$ cat src/rtl/irq_grp_pkg.sv
package irq_grp_pkg;

  localparam int NUM_SRC = 13;
  localparam int SCSI_DMA_BIT = 26;

  // status bit position owned by each source line
  function automatic int src_bit(input int idx);
    case (idx)
      0:       return 7;
      1:       return 3;
      2:       return 2;
      3:       return 9;
      4:       return 10;
      5:       return 12;
      6:       return 5;
      7:       return 17;
      8:       return 28;
      9:       return 27;
      10:      return 26;
      11:      return 23;
      default: return 21;
    endcase
  endfunction

  // priority group of each source line
  function automatic int src_level(input int idx);
    if (idx <= 6)      return 3;
    else if (idx == 7) return 5;
    else               return 6;
  endfunction

  function automatic logic [31:0] group_bits(input int lvl);
    logic [31:0] m;
    m = '0;
    for (int i = 0; i < NUM_SRC; i++)
      if (src_level(i) == lvl) m[src_bit(i)] = 1'b1;
    return m;
  endfunction

endpackage

$ cat src/rtl/irq_edge_detect.sv
module irq_edge_detect #(
  parameter int N = 13
) (
  input  logic         clk,
  input  logic         rst_n,
  input  logic [N-1:0] lines,
  output logic [N-1:0] rise,
  output logic [N-1:0] fall
);
  logic [N-1:0] prev_q;

  always_ff @(posedge clk or negedge rst_n) begin
    if (!rst_n) prev_q <= '0;
    else        prev_q <= lines;
  end

  for (genvar g = 0; g < N; g++) begin : g_edge
    assign rise[g] = lines[g] & ~prev_q[g];
    assign fall[g] = ~lines[g] & prev_q[g];
  end
endmodule

$ cat src/rtl/irq_status_regs.sv
module irq_status_regs
  import irq_grp_pkg::*;
#(
  parameter int                DATA_W     = 32,
  parameter int                ADDR_W     = 16,
  parameter int                N          = 13,
  parameter logic [ADDR_W-1:0] STATUS_OFF = 'h7000,
  parameter logic [ADDR_W-1:0] MASK_OFF   = 'h7800
) (
  input  logic              clk,
  input  logic              rst_n,
  input  logic [N-1:0]      rise,
  input  logic [N-1:0]      fall,
  input  logic              scsi_ctl_we,
  input  logic              scsi_ctl_dma,
  input  logic              bus_wr,
  input  logic [ADDR_W-1:0] bus_addr,
  input  logic [DATA_W-1:0] bus_wdata,
  output logic [DATA_W-1:0] status_q,
  output logic [DATA_W-1:0] mask_q
);
  logic [DATA_W-1:0] hw_set, hw_clr, sw_val, status_d;

  always_comb begin
    hw_set = '0;
    hw_clr = '0;
    for (int i = 0; i < N; i++) begin
      if (rise[i]) hw_set[src_bit(i)] = 1'b1;
      if (fall[i]) hw_clr[src_bit(i)] = 1'b1;
    end
  end

  // software value first, then SCSI control, then source edges override
  always_comb begin
    sw_val = (bus_wr && bus_addr == STATUS_OFF) ? bus_wdata : status_q;
    if (scsi_ctl_we) sw_val[SCSI_DMA_BIT] = scsi_ctl_dma;
    status_d = (sw_val & ~hw_clr) | hw_set;
  end

  always_ff @(posedge clk or negedge rst_n) begin
    if (!rst_n) begin
      status_q <= '0;
      mask_q   <= '0;
    end else begin
      status_q <= status_d;
      if (bus_wr && bus_addr == MASK_OFF) mask_q <= bus_wdata;
    end
  end
endmodule

$ cat src/rtl/irq_level_encode.sv
module irq_level_encode
  import irq_grp_pkg::*;
#(
  parameter int               DATA_W = 32,
  parameter int               VEC_W  = 8,
  parameter logic [VEC_W-1:0] VEC_L3 = 8'd27,
  parameter logic [VEC_W-1:0] VEC_L5 = 8'd29,
  parameter logic [VEC_W-1:0] VEC_L6 = 8'd30
) (
  input  logic              clk,
  input  logic              rst_n,
  input  logic [DATA_W-1:0] status,
  input  logic [DATA_W-1:0] mask,
  output logic [2:0]        ipl,
  output logic [VEC_W-1:0]  vec
);
  localparam logic [DATA_W-1:0] G3 = DATA_W'(group_bits(3));
  localparam logic [DATA_W-1:0] G5 = DATA_W'(group_bits(5));
  localparam logic [DATA_W-1:0] G6 = DATA_W'(group_bits(6));

  logic [DATA_W-1:0] pend;
  logic [2:0]        ipl_d;
  logic [VEC_W-1:0]  vec_d;

  always_comb begin
    pend = status & mask;
    if (|(pend & G6)) begin
      ipl_d = 3'd6; vec_d = VEC_L6;
    end else if (|(pend & G5)) begin
      ipl_d = 3'd5; vec_d = VEC_L5;
    end else if (|(pend & G3)) begin
      ipl_d = 3'd3; vec_d = VEC_L3;
    end else begin
      ipl_d = 3'd0; vec_d = '0;
    end
  end

  always_ff @(posedge clk or negedge rst_n) begin
    if (!rst_n) begin
      ipl <= '0;
      vec <= '0;
    end else begin
      ipl <= ipl_d;
      vec <= vec_d;
    end
  end
endmodule

$ cat src/rtl/irq_group_ctrl.sv
module irq_group_ctrl
  import irq_grp_pkg::*;
#(
  parameter int                DATA_W     = 32,
  parameter int                ADDR_W     = 16,
  parameter int                VEC_W      = 8,
  parameter logic [ADDR_W-1:0] STATUS_OFF = 'h7000,
  parameter logic [ADDR_W-1:0] MASK_OFF   = 'h7800,
  parameter logic [VEC_W-1:0]  VEC_L3     = 8'd27,
  parameter logic [VEC_W-1:0]  VEC_L5     = 8'd29,
  parameter logic [VEC_W-1:0]  VEC_L6     = 8'd30
) (
  input  logic                clk,
  input  logic                rst_n,
  input  logic [NUM_SRC-1:0]  src_lines,
  input  logic                scsi_ctl_we,
  input  logic                scsi_ctl_dma,
  input  logic                bus_wr,
  input  logic [ADDR_W-1:0]   bus_addr,
  input  logic [DATA_W-1:0]   bus_wdata,
  output logic [DATA_W-1:0]   bus_rdata,
  output logic [2:0]          cpu_ipl,
  output logic [VEC_W-1:0]    cpu_vec
);
  logic [NUM_SRC-1:0] rise, fall;
  logic [DATA_W-1:0]  status_q, mask_q;

  irq_edge_detect #(.N(NUM_SRC)) u_edge (
    .clk(clk), .rst_n(rst_n), .lines(src_lines), .rise(rise), .fall(fall)
  );

  irq_status_regs #(
    .DATA_W(DATA_W), .ADDR_W(ADDR_W), .N(NUM_SRC),
    .STATUS_OFF(STATUS_OFF), .MASK_OFF(MASK_OFF)
  ) u_regs (
    .clk(clk), .rst_n(rst_n), .rise(rise), .fall(fall),
    .scsi_ctl_we(scsi_ctl_we), .scsi_ctl_dma(scsi_ctl_dma),
    .bus_wr(bus_wr), .bus_addr(bus_addr), .bus_wdata(bus_wdata),
    .status_q(status_q), .mask_q(mask_q)
  );

  irq_level_encode #(
    .DATA_W(DATA_W), .VEC_W(VEC_W),
    .VEC_L3(VEC_L3), .VEC_L5(VEC_L5), .VEC_L6(VEC_L6)
  ) u_enc (
    .clk(clk), .rst_n(rst_n), .status(status_q), .mask(mask_q),
    .ipl(cpu_ipl), .vec(cpu_vec)
  );

  always_comb begin
    if (bus_addr == STATUS_OFF)    bus_rdata = status_q;
    else if (bus_addr == MASK_OFF) bus_rdata = mask_q;
    else                           bus_rdata = '0;
  end
endmodule

$ cat config.mk
export PLATFORM = sky130hd
export DESIGN_NAME = irq_group_ctrl
export DESIGN_NICKNAME = d
export VERILOG_FILES = /design/src/rtl/irq_grp_pkg.sv /design/src/rtl/irq_edge_detect.sv /design/src/rtl/irq_status_regs.sv /design/src/rtl/irq_level_encode.sv /design/src/rtl/irq_group_ctrl.sv
export SDC_FILE = /design/constraint.sdc
export NUM_CORES = 1
export LEC_CHECK = 0
export ABC_AREA = 1
export BUFFER_PORTS_ARGS = -buffer_cell sky130_fd_sc_hd__buf_2
export CELL_PAD_IN_SITES_DETAIL_PLACEMENT = 1
export CELL_PAD_IN_SITES_GLOBAL_PLACEMENT = 2
export CORE_ASPECT_RATIO = 0.6
export CORE_MARGIN = 1.5
export CORE_UTILIZATION = 31
export DETAILED_ROUTE_END_ITERATION = 8
export GPL_ROUTABILITY_DRIVEN = 0
export HOLD_SLACK_MARGIN = 0.08
export PLACE_DENSITY = 0.85
export SLEW_MARGIN = 40
export SYNTH_ARGS = -nofsm -noshare
export SYNTH_HDL_FRONTEND = slang
export SYNTH_SLANG_ARGS = --single-unit
$ cat constraint.sdc
create_clock -name clk -period 1.7 [get_ports clk]
set_input_delay 0.17 -clock clk [delete_from_list [all_inputs] [get_ports clk]]
set_output_delay 0.17 -clock clk [all_outputs]
set_load 0.05 [all_outputs]
; After elaboration in Yosys (flattened, before gate mapping)
; Index checks and enable logic that the tools add are counted.
[word_totals]
ff_bits = 88
output_inout_bits = 43
in_bits = 66
word_cells = 283
[classes]
n_mux = 114
order_cmp = 52
n_eq_ne = 2
n_bitwise = 80
reduce_logical = 30
[ops]
columns = operator, n
row1 = $mux W32, 55
row2 = $ge A32 B1 Y1 const B, 26
row3 = $lt A32 B7 Y1 const B, 26
row4 = $or A32 B32 Y32, 25
row5 = $demux W1 S5, 26
row6 = $and A32 B32 Y32, 1
row7 = $eq A16 B15 Y1 const B, 2
row8 = $not A32 Y32, 1
row9 = $and A29 B29 Y29, 1
row10 = $logic_and A1 B1 Y1, 28
row11 = $mux W1, 27
row12 = $and A1 B1 Y1, 26
row13 = $not A1 Y1, 26
row14 = $mux W8, 2
row15 = $reduce_or A7 Y1, 1
row16 = $mux W3, 2
row17 = $mux W5, 1
row18 = $reduce_or A5 Y1, 1
row19 = $mux W2, 1

; Depth between registers and ports, before layout
; Gate-level depths: netlist of run 1.
[logic_depth]
ltp_word = 35
depth_mapped = 10
mapped_depth_nobuf = 8

; By module
; From an unflattened synthesis of run 1, not the netlist that was laid out.
[unflattened]
hier_cells = 553
hier_area_um2 = 4439.3
[by_module_without_submodules]
columns = module, n_inst, cells_each, area_per_inst_um2, seq_area_each_um2
row1 = irq_status_regs, 1, 311, 2901.5, 1601.5
row2 = irq_group_ctrl, 1, 135, 725.7, 0.0
row3 = irq_edge_detect, 1, 65, 520.5, 325.3
row4 = irq_level_encode, 1, 42, 291.5, 100.1

; Worst setup path after synthesis of run 1
; Ideal clock, no wire load.
[synth_path]
path_kind = input-to-output
start = input port bus_addr[5]
end = output port bus_rdata[18]
t_required_ps = 1530
n_path_buf = 1
stages = 6
arrival_ps = 1894
slack_ps = -364
path_cell_list = nor2_1 nand2_1 nor2_4 nand2_1 clkbuf_1 o21ai_0
[synth_between]
elab_chain_len = 3
word_cells_on_any_way = 4
cone_classes = eq/ne: 2 / mux: 2
[synth_lines]
columns = item, line_no
row1 = from (decl), irq_group_ctrl.sv:19  ; input logic [ADDR_W-1:0] bus_addr,
row2 = $eq A16 B15 Y1, irq_group_ctrl.sv:52  ; else if (bus_addr == MASK_OFF) bus_rdata = mask_q;
row3 = $mux W32, irq_group_ctrl.sv:52
row4 = $mux W32 (*), irq_group_ctrl.sv:51  ; if (bus_addr == STATUS_OFF) bus_rdata = status_q;
row5 = to (decl), irq_group_ctrl.sv:21  ; output logic [DATA_W-1:0] bus_rdata,
; Mark *: on every way between the ends. The rest lies on a longest branch, timed or not.

; Final worst setup path of run 1
[layout_path]
start = input port bus_addr[15]
end = output port bus_rdata[12]
; Same word-level chain as after synthesis.

==> out/qor_table.md, run 1 <==
| Quantity | Reported |
|---|---|
| Status | completed |
| Row count | 30 |
| Simple-gate portion of the synthesized area | 0.2585 |
| Iteration-0 DRC count of the detailed router | 116 |
| Top cell type's share of synthesized area | 0.5377 |
| I/O pin count | 109 |
| Sort of element at the end of the critical path | primary output |
| Worst hold path class | in -> reg |
| Category of the most critical setup path | in -> out |
| Post-Place Cell Area | 4532 µm² |
| Setup total negative slack | 0 ns |
| Number of setup buffers added after CTS | 0 |
| Setup clock skew after layout | 0.004326 ns |
| Critical Path AT | 1.44 ns |
| Critical path required time | 1.53 ns |
| Top_reg_cell synth | sky130_fd_sc_hd__dfrtp_1 |
| Final worst path period share | 0.9486 |
| Share of post-route cells with drive strength above 1 | 0.2467 |
| Max-slew violation count | 0 |
| Flip-flop and latch count after synthesis | 81 |
| Post-synthesis instance total | 463 |
| Setup repair after global routing missed its margin | yes |
| CORE AREA | 11560 µm² |
| Number of antenna-violating nets in the routed design | 0 |
| # setup viols final | 0 |
| Average routed wire per standard cell | 14.62 µm |
| Critical Path Start Type | input port |
| Residual overflow from global routing | 0 |
| Vias | 3474 |
| Post-synthesis share of cell area spent on xor and xnor gates | 0 |
| Final nets | 665 |
| Achievable clock frequency | 0.6201 GHz |
| Total Die Area | 12850 µm² |
| Worst r2r path cells | 6 |
| Dominant cell by count in the synthesized netlist | sky130_fd_sc_hd__nand2_1 |
| Maximum root-to-sink buffer count | 2 |
| Worst Hold Depth | 3 |
| Number of warning messages in the yosys log | 0 |
| Detailed Route WL | 11180 µm |
| Dominant combinational cell family by area after synthesis | simple AND/OR/NAND/NOR gates |
| Post-synthesis share of cell area spent on full adders, half adders and majority gates | 0 |
| CTS tree | built |
| Switching power share of the total | 0.2237 |
| Fraction of registers with async set/reset | 1.000 |
| Average via count per standard cell | 4.541 |
| Vertical extent of the die | 88.42 µm |
| Clock latency on the worst-skew pair | 0.34 ns |
| Number of design rule violations left after detail routing | 0 |
| Die extent in x | 145.4 µm |
| Number of global-route vias before repair | 3582 |
| Power density over the cells | 843.6 nW/µm² |
| Proportion of synthesized chip area in sequential cells | 0.5377 |
| Synthesis-to-finish area growth | 38.10% |
| Maximum Capacitance Violations | 0 |
| DRT Pass-1 Iters | 6 |
| Overall track demand over capacity in global routing | 0.1843 |
| Initial antenna violation count | 2 |
| Highest net fanout along the worst path | 19 |
| Internal power component | 3.409 mW |
| Post-synthesis area per instance | 8.142 µm² |
| Post-synthesis instance area | 3770 µm² |
| Worst-case vdd ir drop | 0.5007 mV |
| Sequential cell fraction of total power | 0.459 |
| Fin crit period | 1.613 ns |
| Global-route wire length before repair | 18250 µm |
| Quantity of I/O buffers inserted on ports | 105 |
| HPWL Detailed | 8022 µm |
| Part of the total power dissipated in combinational logic | 0.074 |
| Sw Pwr | 0.9824 mW |
| Number of flops mapped to enable cells by yosys | 0 |
| Starting utilization of the core area | 0.3261 |
| Final hold violations | 0 |
| Reg clk slew, reported paths | 0.06 ns |
| P_leak | 2.790 nW |
| Proportion of synthesized area in mux cells | 0 |
| Post-synthesis compound-gate area fraction | 0.1012 |
| Top cells by area, synth | sky130_fd_sc_hd__dfrtp_1, sky130_fd_sc_hd__nand2_1, sky130_fd_sc_hd__o21ai_0, sky130_fd_sc_hd__nand3_1, sky130_fd_sc_hd__inv_1 |
| Clock root buffer | sky130_fd_sc_hd__clkbuf_16 |
| H-tree level count | 3 |
| Total CTS buffers | 9 |
| Clock tree sinks | 81 |
| Largest net degree at the start of global routing | 45 |
| Number of different library cells in the post-synthesis netlist | 24 |
| Clock share of power | 0.467 |
| Post-synth top area cell | sky130_fd_sc_hd__dfrtp_1 |
| Final Cell Area | 5206 µm² |
| # fillers | 1450 |
| Commonest cells post-synth | sky130_fd_sc_hd__nand2_1, sky130_fd_sc_hd__dfrtp_1, sky130_fd_sc_hd__o21ai_0 |
final timing paths:
| kind | startpoint | end | slack (ns) |
|---|---|---|---|
| max reg2reg | u_regs.mask_q[5] | u_enc.ipl[0] | 0.43 |
| max in group asynchronous | rst_n | u_edge.prev_q[8] | 0.83 |
| min | bus_wdata[1] | u_regs.status_q[1] | 0.09 |
| min reg2reg | u_edge.prev_q[9] | u_regs.status_q[27] | 0.46 |
| min in group asynchronous | rst_n | u_regs.status_q[9] | 0.30 |
| max | bus_addr[15] | bus_rdata[12] | 0.09 |
cell type report:
cell class	count	area [µm²]	share of cell area
diodes	1	2.502	0.0004807
repair buffers	152	1106	0.2124
inverters	50	191.4	0.03677
clock inverters	6	82.58	0.01586
clock buffers	10	229.0	0.04398
multi-input cells	305	1368	0.2627
flip-flops and latches	81	2027	0.3893
well taps	160	200.2	0.03845
kinds of logic (layout without fill, tap and decap cells):
| group | after synthesis | in the layout |
|---|---|---|
| and+or+nand+nor | 231 | 231 |
| DFF | 81 | 81 |
| AOI/OAI and AO/OA | 71 | 71 |
| buffers and inverters | 79 | 218 |
| other | 1 | 4 |
critical path, stage by stage:
cell and delay [ns]:
sky130_fd_sc_hd__buf_2 0.09, sky130_fd_sc_hd__inv_1 0.05, sky130_fd_sc_hd__nand4_1 0.16, sky130_fd_sc_hd__nor2_1 0.17
sky130_fd_sc_hd__nand2_2 0.10, sky130_fd_sc_hd__inv_4 0.10, sky130_fd_sc_hd__buf_12 0.16, sky130_fd_sc_hd__nand2_1 0.06
sky130_fd_sc_hd__o21ai_0 0.09, sky130_fd_sc_hd__clkbuf_4 0.28
cells in the final DEF, fill, tap and decap left out, drive strengths merged, types with 3 or more instances in the layout:
cell | netlist | routed
o21ai | 58 | 58
dfrtp | 81 | 81
nor2 | 12 | 12
clkinv | 1 | 4
buf | 22 | 112
dlygate4sd3 | 0 | 31
conb | 1 | 3
or2 | 5 | 5
clkbuf | 7 | 19
nand3 | 41 | 41
o211ai | 6 | 6
nand2 | 170 | 170
a31oi | 3 | 3
inv | 49 | 49
registers in the layout (all words and copies together), names as in the netlist:
name and count:
u_enc.ipl 2, u_enc.vec 2, u_regs.status_q 32, u_regs.mask_q 32
u_edge.prev_q 13
metal layers:
layer	up-vias	global-route usage	wire, µm
li1	1725	-	-
met1	1647	0.2531	5502
met2	86	0.2883	4920
met3	14	0.05206	636
met4	2	0.05009	110
met5	-	0	13
timing repair:
action                     4_1_cts  5_1_grt
hold endpoints to repair        58        0
setup endpoints to repair        2       31
hold buffers                    31        0
pin swaps                        0        1
cloned                           0        0
gates resized for setup          2       31
through the flow:
step                      setup slack, ns  hold slack (ns)  instances    util  total power, mW
after floorplan                   -0.3643          -0.1256        465       -            2.151
after global placement            0.05675           0.1091        717  0.3920            2.311
after detailed placement         -0.02599           0.1098        717  0.3920            2.324
after CTS                        0.005331          0.08034        764  0.4462            4.454
after global routing             -0.05657          0.09882        765  0.4503            4.567
final                             0.08735          0.09113        765  0.4503            4.392
power groups by stage:
stage / registers (mW) / clock network [mW] / logic, mW
4_1_cts: 2.01 / 2.11 / 0.333
2_1_floorplan: 2.04 / 0 / 0.112
6_report: 2.01 / 2.05 / 0.327
5_1_grt: 2.02 / 2.18 / 0.369
3_5_place_dp: 2.05 / 0 / 0.276
3_3_place_gp: 2.05 / 0 / 0.265
No activity file was read; power rests on OpenSTA's default activity.
==> run 2, diff against run 1 <==
--- a/config.mk
+++ b/config.mk
@@ -5,18 +5,18 @@
 export SDC_FILE = /design/constraint.sdc
 export NUM_CORES = 1
 export LEC_CHECK = 0
-export ABC_AREA = 1
 export BUFFER_PORTS_ARGS = -buffer_cell sky130_fd_sc_hd__buf_2
 export CELL_PAD_IN_SITES_DETAIL_PLACEMENT = 1
 export CELL_PAD_IN_SITES_GLOBAL_PLACEMENT = 2
 export CORE_ASPECT_RATIO = 0.6
 export CORE_MARGIN = 1.5
-export CORE_UTILIZATION = 31
+export CORE_UTILIZATION = 37
 export DETAILED_ROUTE_END_ITERATION = 8
 export GPL_ROUTABILITY_DRIVEN = 0
 export HOLD_SLACK_MARGIN = 0.08
-export PLACE_DENSITY = 0.85
+export PLACE_DENSITY = 0.86
 export SLEW_MARGIN = 40
 export SYNTH_ARGS = -nofsm -noshare
 export SYNTH_HDL_FRONTEND = slang
+export SYNTH_HIERARCHICAL = 1
 export SYNTH_SLANG_ARGS = --single-unit
==> run 2 against run 1 <==
Routed wire length rose by 1.3%; combinational power increased by 28%; utilization rose by 7.8 points; critical path type unchanged; critical endpoint is now bus_rdata[15].
==> out/qor_table.md, run 2 <==
| Quantity | Reported |
|---|---|
| Overall track demand over capacity in global routing | 0.1982 |
| Switching power share of the total | 0.2316 |
| Number of flops mapped to enable cells by yosys | 0 |
| Total Die Area | 11760 µm² |
| Delay of the slowest critical-path stage | 0.34 ns |
| Critical Path Start Type | input port |
| Commonest cells post-synth | sky130_fd_sc_hd__dfrtp_1, sky130_fd_sc_hd__nor2_1, sky130_fd_sc_hd__mux2i_1 |
| Number of antenna-violating nets in the routed design | 0 |
| Post-synthesis instance total | 316 |
| Category of the most critical setup path | in -> out |
| Number of warning messages in the yosys log | 6 |
| Highest-count cells in the layout ignoring fill and taps | sky130_fd_sc_hd__dfrtp_1, sky130_fd_sc_hd__buf_2, sky130_fd_sc_hd__mux2i_1, sky130_fd_sc_hd__nor2_1, sky130_fd_sc_hd__mux2_4 |
| Largest registers | u_regs/mask_q (32), u_regs/status_q (32), u_edge/prev_q (13) |
| Proportion of synthesized chip area in sequential cells | 0.4936 |
| Total CTS buffers | 9 |
| Clock latency on the worst-skew pair | 0.34 ns |
| Max-slew violation count | 0 |
| Final nets | 525 |
| Quantity of I/O buffers inserted on ports | 105 |
| # fillers | 1110 |
| Residual overflow from global routing | 0 |
| Most common cell after layout, fill and taps aside | sky130_fd_sc_hd__dfrtp_1 |
| Achievable clock frequency | 0.5911 GHz |
| Number of setup buffers added after CTS | 0 |
| Final hold violations | 0 |
| Top cell type's share of synthesized area | 0.4936 |
| Sort of element at the end of the critical path | primary output |
| Post-synthesis instance area | 4106 µm² |
| Status | completed |
| Critical Path AT | 1.52 ns |
| Worst-case vdd ir drop | 0.4995 mV |
| Vias | 3003 |
| Die extent in x | 139.0 µm |
| Fraction of registers with async set/reset | 1.000 |
| Synthesis-to-finish area growth | 37.14% |
| Kind of cell adding the most delay to the critical path | simple AND/OR/NAND/NOR gates |
| Average via count per standard cell | 4.980 |
| Vertical extent of the die | 84.61 µm |
| Fin crit period | 1.692 ns |
| Top_reg_cell synth | sky130_fd_sc_hd__dfrtp_1 |
| Maximum root-to-sink buffer count | 2 |
| Largest net degree at the start of global routing | 35 |
| Dominant cell by count in the synthesized netlist | sky130_fd_sc_hd__dfrtp_1 |
| Clock share of power | 0.443 |
| Flip-flop and latch count after synthesis | 81 |
| CTS tree | built |
| Minimum setup slack among reg-to-reg paths | 0.45 ns |
| Worst hold path class | in -> reg |
| P_leak | 2.865 nW |
| Number of design rule violations left after detail routing | 0 |
| Power density over the cells | 778.3 nW/µm² |
| Setup repair after global routing missed its margin | yes |
| DRT Pass-1 Iters | 4 |
| Final worst path period share | 0.9952 |
| Maximum Capacitance Violations | 0 |
| Part of the total power dissipated in combinational logic | 0.095 |
| Post-synthesis area per instance | 13.00 µm² |
| Total power | 4.383 mW |
| Reg clk slew, reported paths | 0.06 ns |
| Iteration-0 DRC count of the detailed router | 130 |
| Share of post-route cells with drive strength above 1 | 0.4914 |
| Average routed wire per standard cell | 18.79 µm |
| Number of global-route vias before repair | 3390 |
| Critical path required time | 1.53 ns |
| HPWL Detailed | 7855 µm |
| Final hold slack | 0.08904 ns |
| Setup clock skew after layout | 0.004465 ns |
| I/O pin count | 109 |
| Cell at the slowest stage of the critical path | sky130_fd_sc_hd__nor4b_4 |
| Post-synth top area cell | sky130_fd_sc_hd__dfrtp_1 |
| Row count | 29 |
| CORE AREA | 10670 µm² |
| Worst-case setup slack after placement | -0.1914 ns |
| Sw Pwr | 1.015 mW |
| Detailed Route WL | 11330 µm |
| Highest net fanout along the worst path | 22 |
| Worst path cell trace | buf_2 -> buf_4 -> nor4b_4 -> nand4_4 -> buf_12 -> nor2_1 -> buf_6 |
| Worst Path Buf+Inv | 4 |
| Initial antenna violation count | 0 |
| H-tree level count | 3 |
| Number of different library cells in the post-synthesis netlist | 35 |
| # setup viols final | 0 |
| Number of diodes | 0 |
| Sequential cell fraction of total power | 0.461 |
| Top cells by area, synth | sky130_fd_sc_hd__dfrtp_1, sky130_fd_sc_hd__mux2_4, sky130_fd_sc_hd__mux2i_1, sky130_fd_sc_hd__mux2_2, sky130_fd_sc_hd__and2b_2 |
| Clock root buffer | sky130_fd_sc_hd__clkbuf_16 |
| Internal power component | 3.368 mW |
| Worst Slack Setup Final | 0.008205 ns |
| Starting utilization of the core area | 0.3849 |
| Clock tree sinks | 81 |
| Global-route wire length before repair | 17940 µm |
-- run 2: worst paths after layout --
| kind | to | cells after the start | startpoint |
|---|---|---|---|
| setup / recovery | bus_rdata[15] | 7 | bus_addr[7] |
| hold / removal | u_regs/mask_q[20] | 2 | bus_wdata[20] |
| setup reg to reg | u_enc/vec[3] | 3 | u_regs/status_q[3] |
| hold reg to reg | u_regs/mask_q[18] | 1 | u_regs/mask_q[18] |
| max in group asynchronous | u_regs/mask_q[3] | 3 | rst_n |
| min in group asynchronous | u_regs/mask_q[4] | 2 | rst_n |
-- run 2: cell families after synthesis --
| kind of cell | count (synthesis) | share of synthesized area |
|---|---|---|
| AND/OR/NAND/NOR | 93 | 0.1594 |
| multiplexers | 83 | 0.2453 |
| other | 1 | 0.0009132 |
| flip-flops | 81 | 0.4936 |
| buffers and inverters | 38 | 0.05606 |
| AO/OA/AOI/OAI | 20 | 0.04479 |
-- run 2: layer usage --
layer	GRT usage	vias to the layer above	wire (µm)
met5	0	-	0
met4	0.05871	0	96
met3	0.05305	12	570
met2	0.3191	93	5310
met1	0.2646	1509	5350
li1	-	1389	-
-- run 2: cell type report --
type	instances	area [µm²]	share of cell area
Inverter	15	56.30	0.009998
Sequential cell	81	2027	0.3599
Tap cell	139	173.9	0.03088
Clock buffer	11	242.7	0.04310
Timing Repair Buffer	153	1215	0.2157
Multi-Input combinational cell	199	1862	0.3306
Clock inverter	5	55.05	0.009776
-- run 2: timing repair --
item / CTS / global route
setup endpoints to repair: 30 / 32
hold endpoints to repair: 59 / 0
gates resized for setup: 32 / 29
hold buffers: 26 / 0
pin swaps: 0 / 1
-- run 2: power by group through the flow --
stage | logic (mW) | clock network [mW] | registers, mW
after detailed placement | 0.371 | 0 | 2.06
after global placement | 0.355 | 0 | 2.05
final | 0.418 | 1.94 | 2.02
after global routing | 0.454 | 2.06 | 2.03
after floorplan | 0.165 | 0 | 2.04
after CTS | 0.420 | 1.99 | 2.02
-- run 2: through the flow --
| step | area (µm²) | std cells | utilization | TNS [ns] |
|---|---|---|---|---|
| 2_1_floorplan | 4114 | 318 | - | 0 |
| 3_3_place_gp | 4885 | 561 | 0.4579 | -3.746 |
| 3_5_place_dp | 4885 | 561 | 0.4579 | -7.821 |
| 4_1_cts | 5525 | 603 | 0.5179 | 0 |
| 5_1_grt | 5632 | 603 | 0.5279 | -0.8341 |
| 6_report | 5632 | 603 | 0.5279 | 0 |
==> run 3, diff against run 2 <==
==> constraint.sdc (replaced) <==
create_clock -name clk -period 2 [get_ports clk]
set_input_delay 0.2 -clock clk [delete_from_list [all_inputs] [get_ports clk]]
set_output_delay 0.2 -clock clk [all_outputs]
set_load 0.05 [all_outputs]
==> run 3 against run 2 <==
Via count down 1.8%; cell count shrank 3.5%; first-iteration DRC count is the same; power shrank 16%; sequential share of layout area rose by 3.0 points; non-clock buffer count decreased by 21; clock skew fell by 0.00065 ns; global-route usage decreased by 0.95 points.
==> out/qor_table.md, run 3 (synthesis gave the netlist of run 2 again) <==
| Quantity | Reported |
|---|---|
| Minimum setup slack among reg-to-reg paths | 0.72 ns |
| Sort of element at the end of the critical path | primary output |
| Final hold violations | 0 |
| Maximum root-to-sink buffer count | 2 |
| Overall track demand over capacity in global routing | 0.1887 |
| Critical path required time | 1.80 ns |
| Endpoint of the worst register-to-register path | u_enc/ipl[0] |
| Number of global-route vias before repair | 3218 |
| Total CTS buffers | 9 |
| Vertical extent of the die | 84.61 µm |
| Power density over the cells | 707.6 nW/µm² |
| Iteration-0 DRC count of the detailed router | 130 |
| # fillers | 1169 |
| Setup repair after global routing missed its margin | no |
| Clock root buffer | sky130_fd_sc_hd__clkbuf_16 |
| Slew of the pin with the lowest slew margin | 0.6159 ns |
| PostCTS Resize Cnt | 0 |
| Average routed wire per standard cell | 18.23 µm |
| Total Die Area | 11760 µm² |
| HPWL Detailed | 7802 µm |
| Status | completed |
| Maximum Capacitance Violations | 0 |
| CORE AREA | 10670 µm² |
| Die extent in x | 139.0 µm |
| DRT Pass-1 Iters | 4 |
| Cell with the most instances on the worst path | sky130_fd_sc_hd__buf_2 |
| CTS tree | built |
| Core occupancy in the finished layout | 0.4879 |
| Largest net degree at the start of global routing | 50 |
| Initial antenna violation count | 1 |
| Worst-case vdd ir drop | 0.4755 mV |
| Achievable clock frequency | 0.5870 GHz |
| Delay of the slowest critical-path stage | 0.34 ns |
| H-tree level count | 3 |
| Row count | 29 |
| I/O pin count | 109 |
| Max-slew headroom | 0.5894 |
| Worst Path Buf+Inv | 3 |
| Final Instance Count excl. Fillers | 582 |
| HP Start | bus_wdata[15] |
| Worst path cell trace | buf_2 -> nor4b_4 -> nand4_4 -> buf_4 -> nor2_1 -> buf_2 |
| Starting utilization of the core area | 0.3849 |
| Cell at the slowest stage of the critical path | sky130_fd_sc_hd__nor4b_4 |
| # setup viols final | 0 |
| Worst-case setup slack after placement | 0.1450 ns |
| Number of design rule violations left after detail routing | 0 |
| Fin crit period | 1.704 ns |
| Clock tree sinks | 81 |
| Worst-case hold path end point | u_regs/mask_q[15] |
| Average via count per standard cell | 5.065 |
| Detailed Route WL | 10610 µm |
| Vias | 2948 |
| Critical register-to-register path startpoint | u_regs/status_q[27] |
| Largest registers | u_regs/mask_q (32), u_regs/status_q (32), u_edge/prev_q (13) |
| Number of diodes | 0 |
| Global-route wire length before repair | 17150 µm |
| Final worst path period share | 0.8518 |
| Max-slew violation count | 0 |
| Residual overflow from global routing | 0 |
| Worst r2r path cells | 3 |
| Quantity of I/O buffers inserted on ports | 105 |
| Number of antenna-violating nets in the routed design | 0 |
| Critical Path AT | 1.50 ns |
| Setup clock skew after layout | 0.003818 ns |
| P_leak | 2.736 nW |
| Final nets | 504 |
| Kind of cell adding the most delay to the critical path | buffers and inverters |
| Synthesis-to-finish area growth | 26.75% |
| Setup total negative slack | 0 ns |
| Cell total after placement | 552 |
| Worst Slack Setup Final | 0.2964 ns |
| Most common cell after layout, fill and taps aside | sky130_fd_sc_hd__buf_2 |
| Highest-count cells in the layout ignoring fill and taps | sky130_fd_sc_hd__buf_2, sky130_fd_sc_hd__dfrtp_1, sky130_fd_sc_hd__nor2_1 |
| Worst hold path class | in -> reg |
| Clock latency on the worst-skew pair | 0.34 ns |
| Highest net fanout along the worst path | 22 |
| Share of post-route cells with drive strength above 1 | 0.4921 |
| Category of the most critical setup path | in -> out |
| Worst Hold Depth | 2 |
| Critical Path Start Type | input port |
| Reg clk slew, reported paths | 0.06 ns |
-- run 3: timing repair --
action,4_1_cts,5_1_grt
hold endpoints to repair,59,0
buffers inserted,0,0
hold buffers,14,0
setup endpoints to repair,0,0
-- run 3: layout make-up --
| class | count | area [µm²] | area share |
|---|---|---|---|
| clock inverter | 5 | 55.05 | 0.01058 |
| tap | 139 | 173.9 | 0.03341 |
| multi-input combinational | 199 | 1859 | 0.3572 |
| sequential | 81 | 2027 | 0.3894 |
| timing repair buffer | 132 | 790.8 | 0.1519 |
| clock buffer | 11 | 242.7 | 0.04663 |
| inverter | 15 | 56.30 | 0.01082 |
-- run 3: power by group --
group	switching (mW)	internal, mW	total, mW
Clock	0.657	0.996	1.65
Combinational	0.160	0.152	0.313
Sequential	0.0340	1.68	1.72
-- run 3: how the worst max path moves through the flow --
stage | to | startpoint | slack, ns | cells past startpoint
detailed placement | u_regs/mask_q[23] | bus_addr[4] | 0.14 | 6
CTS | bus_rdata[31] | bus_addr[1] | 0.28 | 6
floorplan | bus_rdata[0] | bus_addr[7] | 0.31 | 4
global placement | u_regs/mask_q[21] | bus_addr[4] | 0.21 | 6
global route | bus_rdata[9] | bus_addr[7] | 0.21 | 6
finish | bus_rdata[3] | bus_addr[7] | 0.30 | 6
-- run 3: through the flow --
step	total power, mW	area, µm²	hold WS (ns)
floorplan	1.875	4114	-0.09559
global placement	2.025	4767	0.2555
detailed placement	2.042	4767	0.2626
CTS	3.742	5205	0.08721
global route	3.818	5205	0.09863
finish	3.683	5205	0.1030
-- run 3: per-layer routing --
layer / wire length [µm] / track usage
met5: 0 / 0
met4: 125 / 0.05966
met3: 625 / 0.04906
met2: 4809 / 0.2930
met1: 5051 / 0.2599
-- run 3: worst register-to-register path, stage by stage (launching register included) --
cell	delay, ns
sky130_fd_sc_hd__dfrtp_1	0.40
sky130_fd_sc_hd__a222oi_1	0.34
sky130_fd_sc_hd__and3_2	0.29
sky130_fd_sc_hd__a21boi_2	0.18
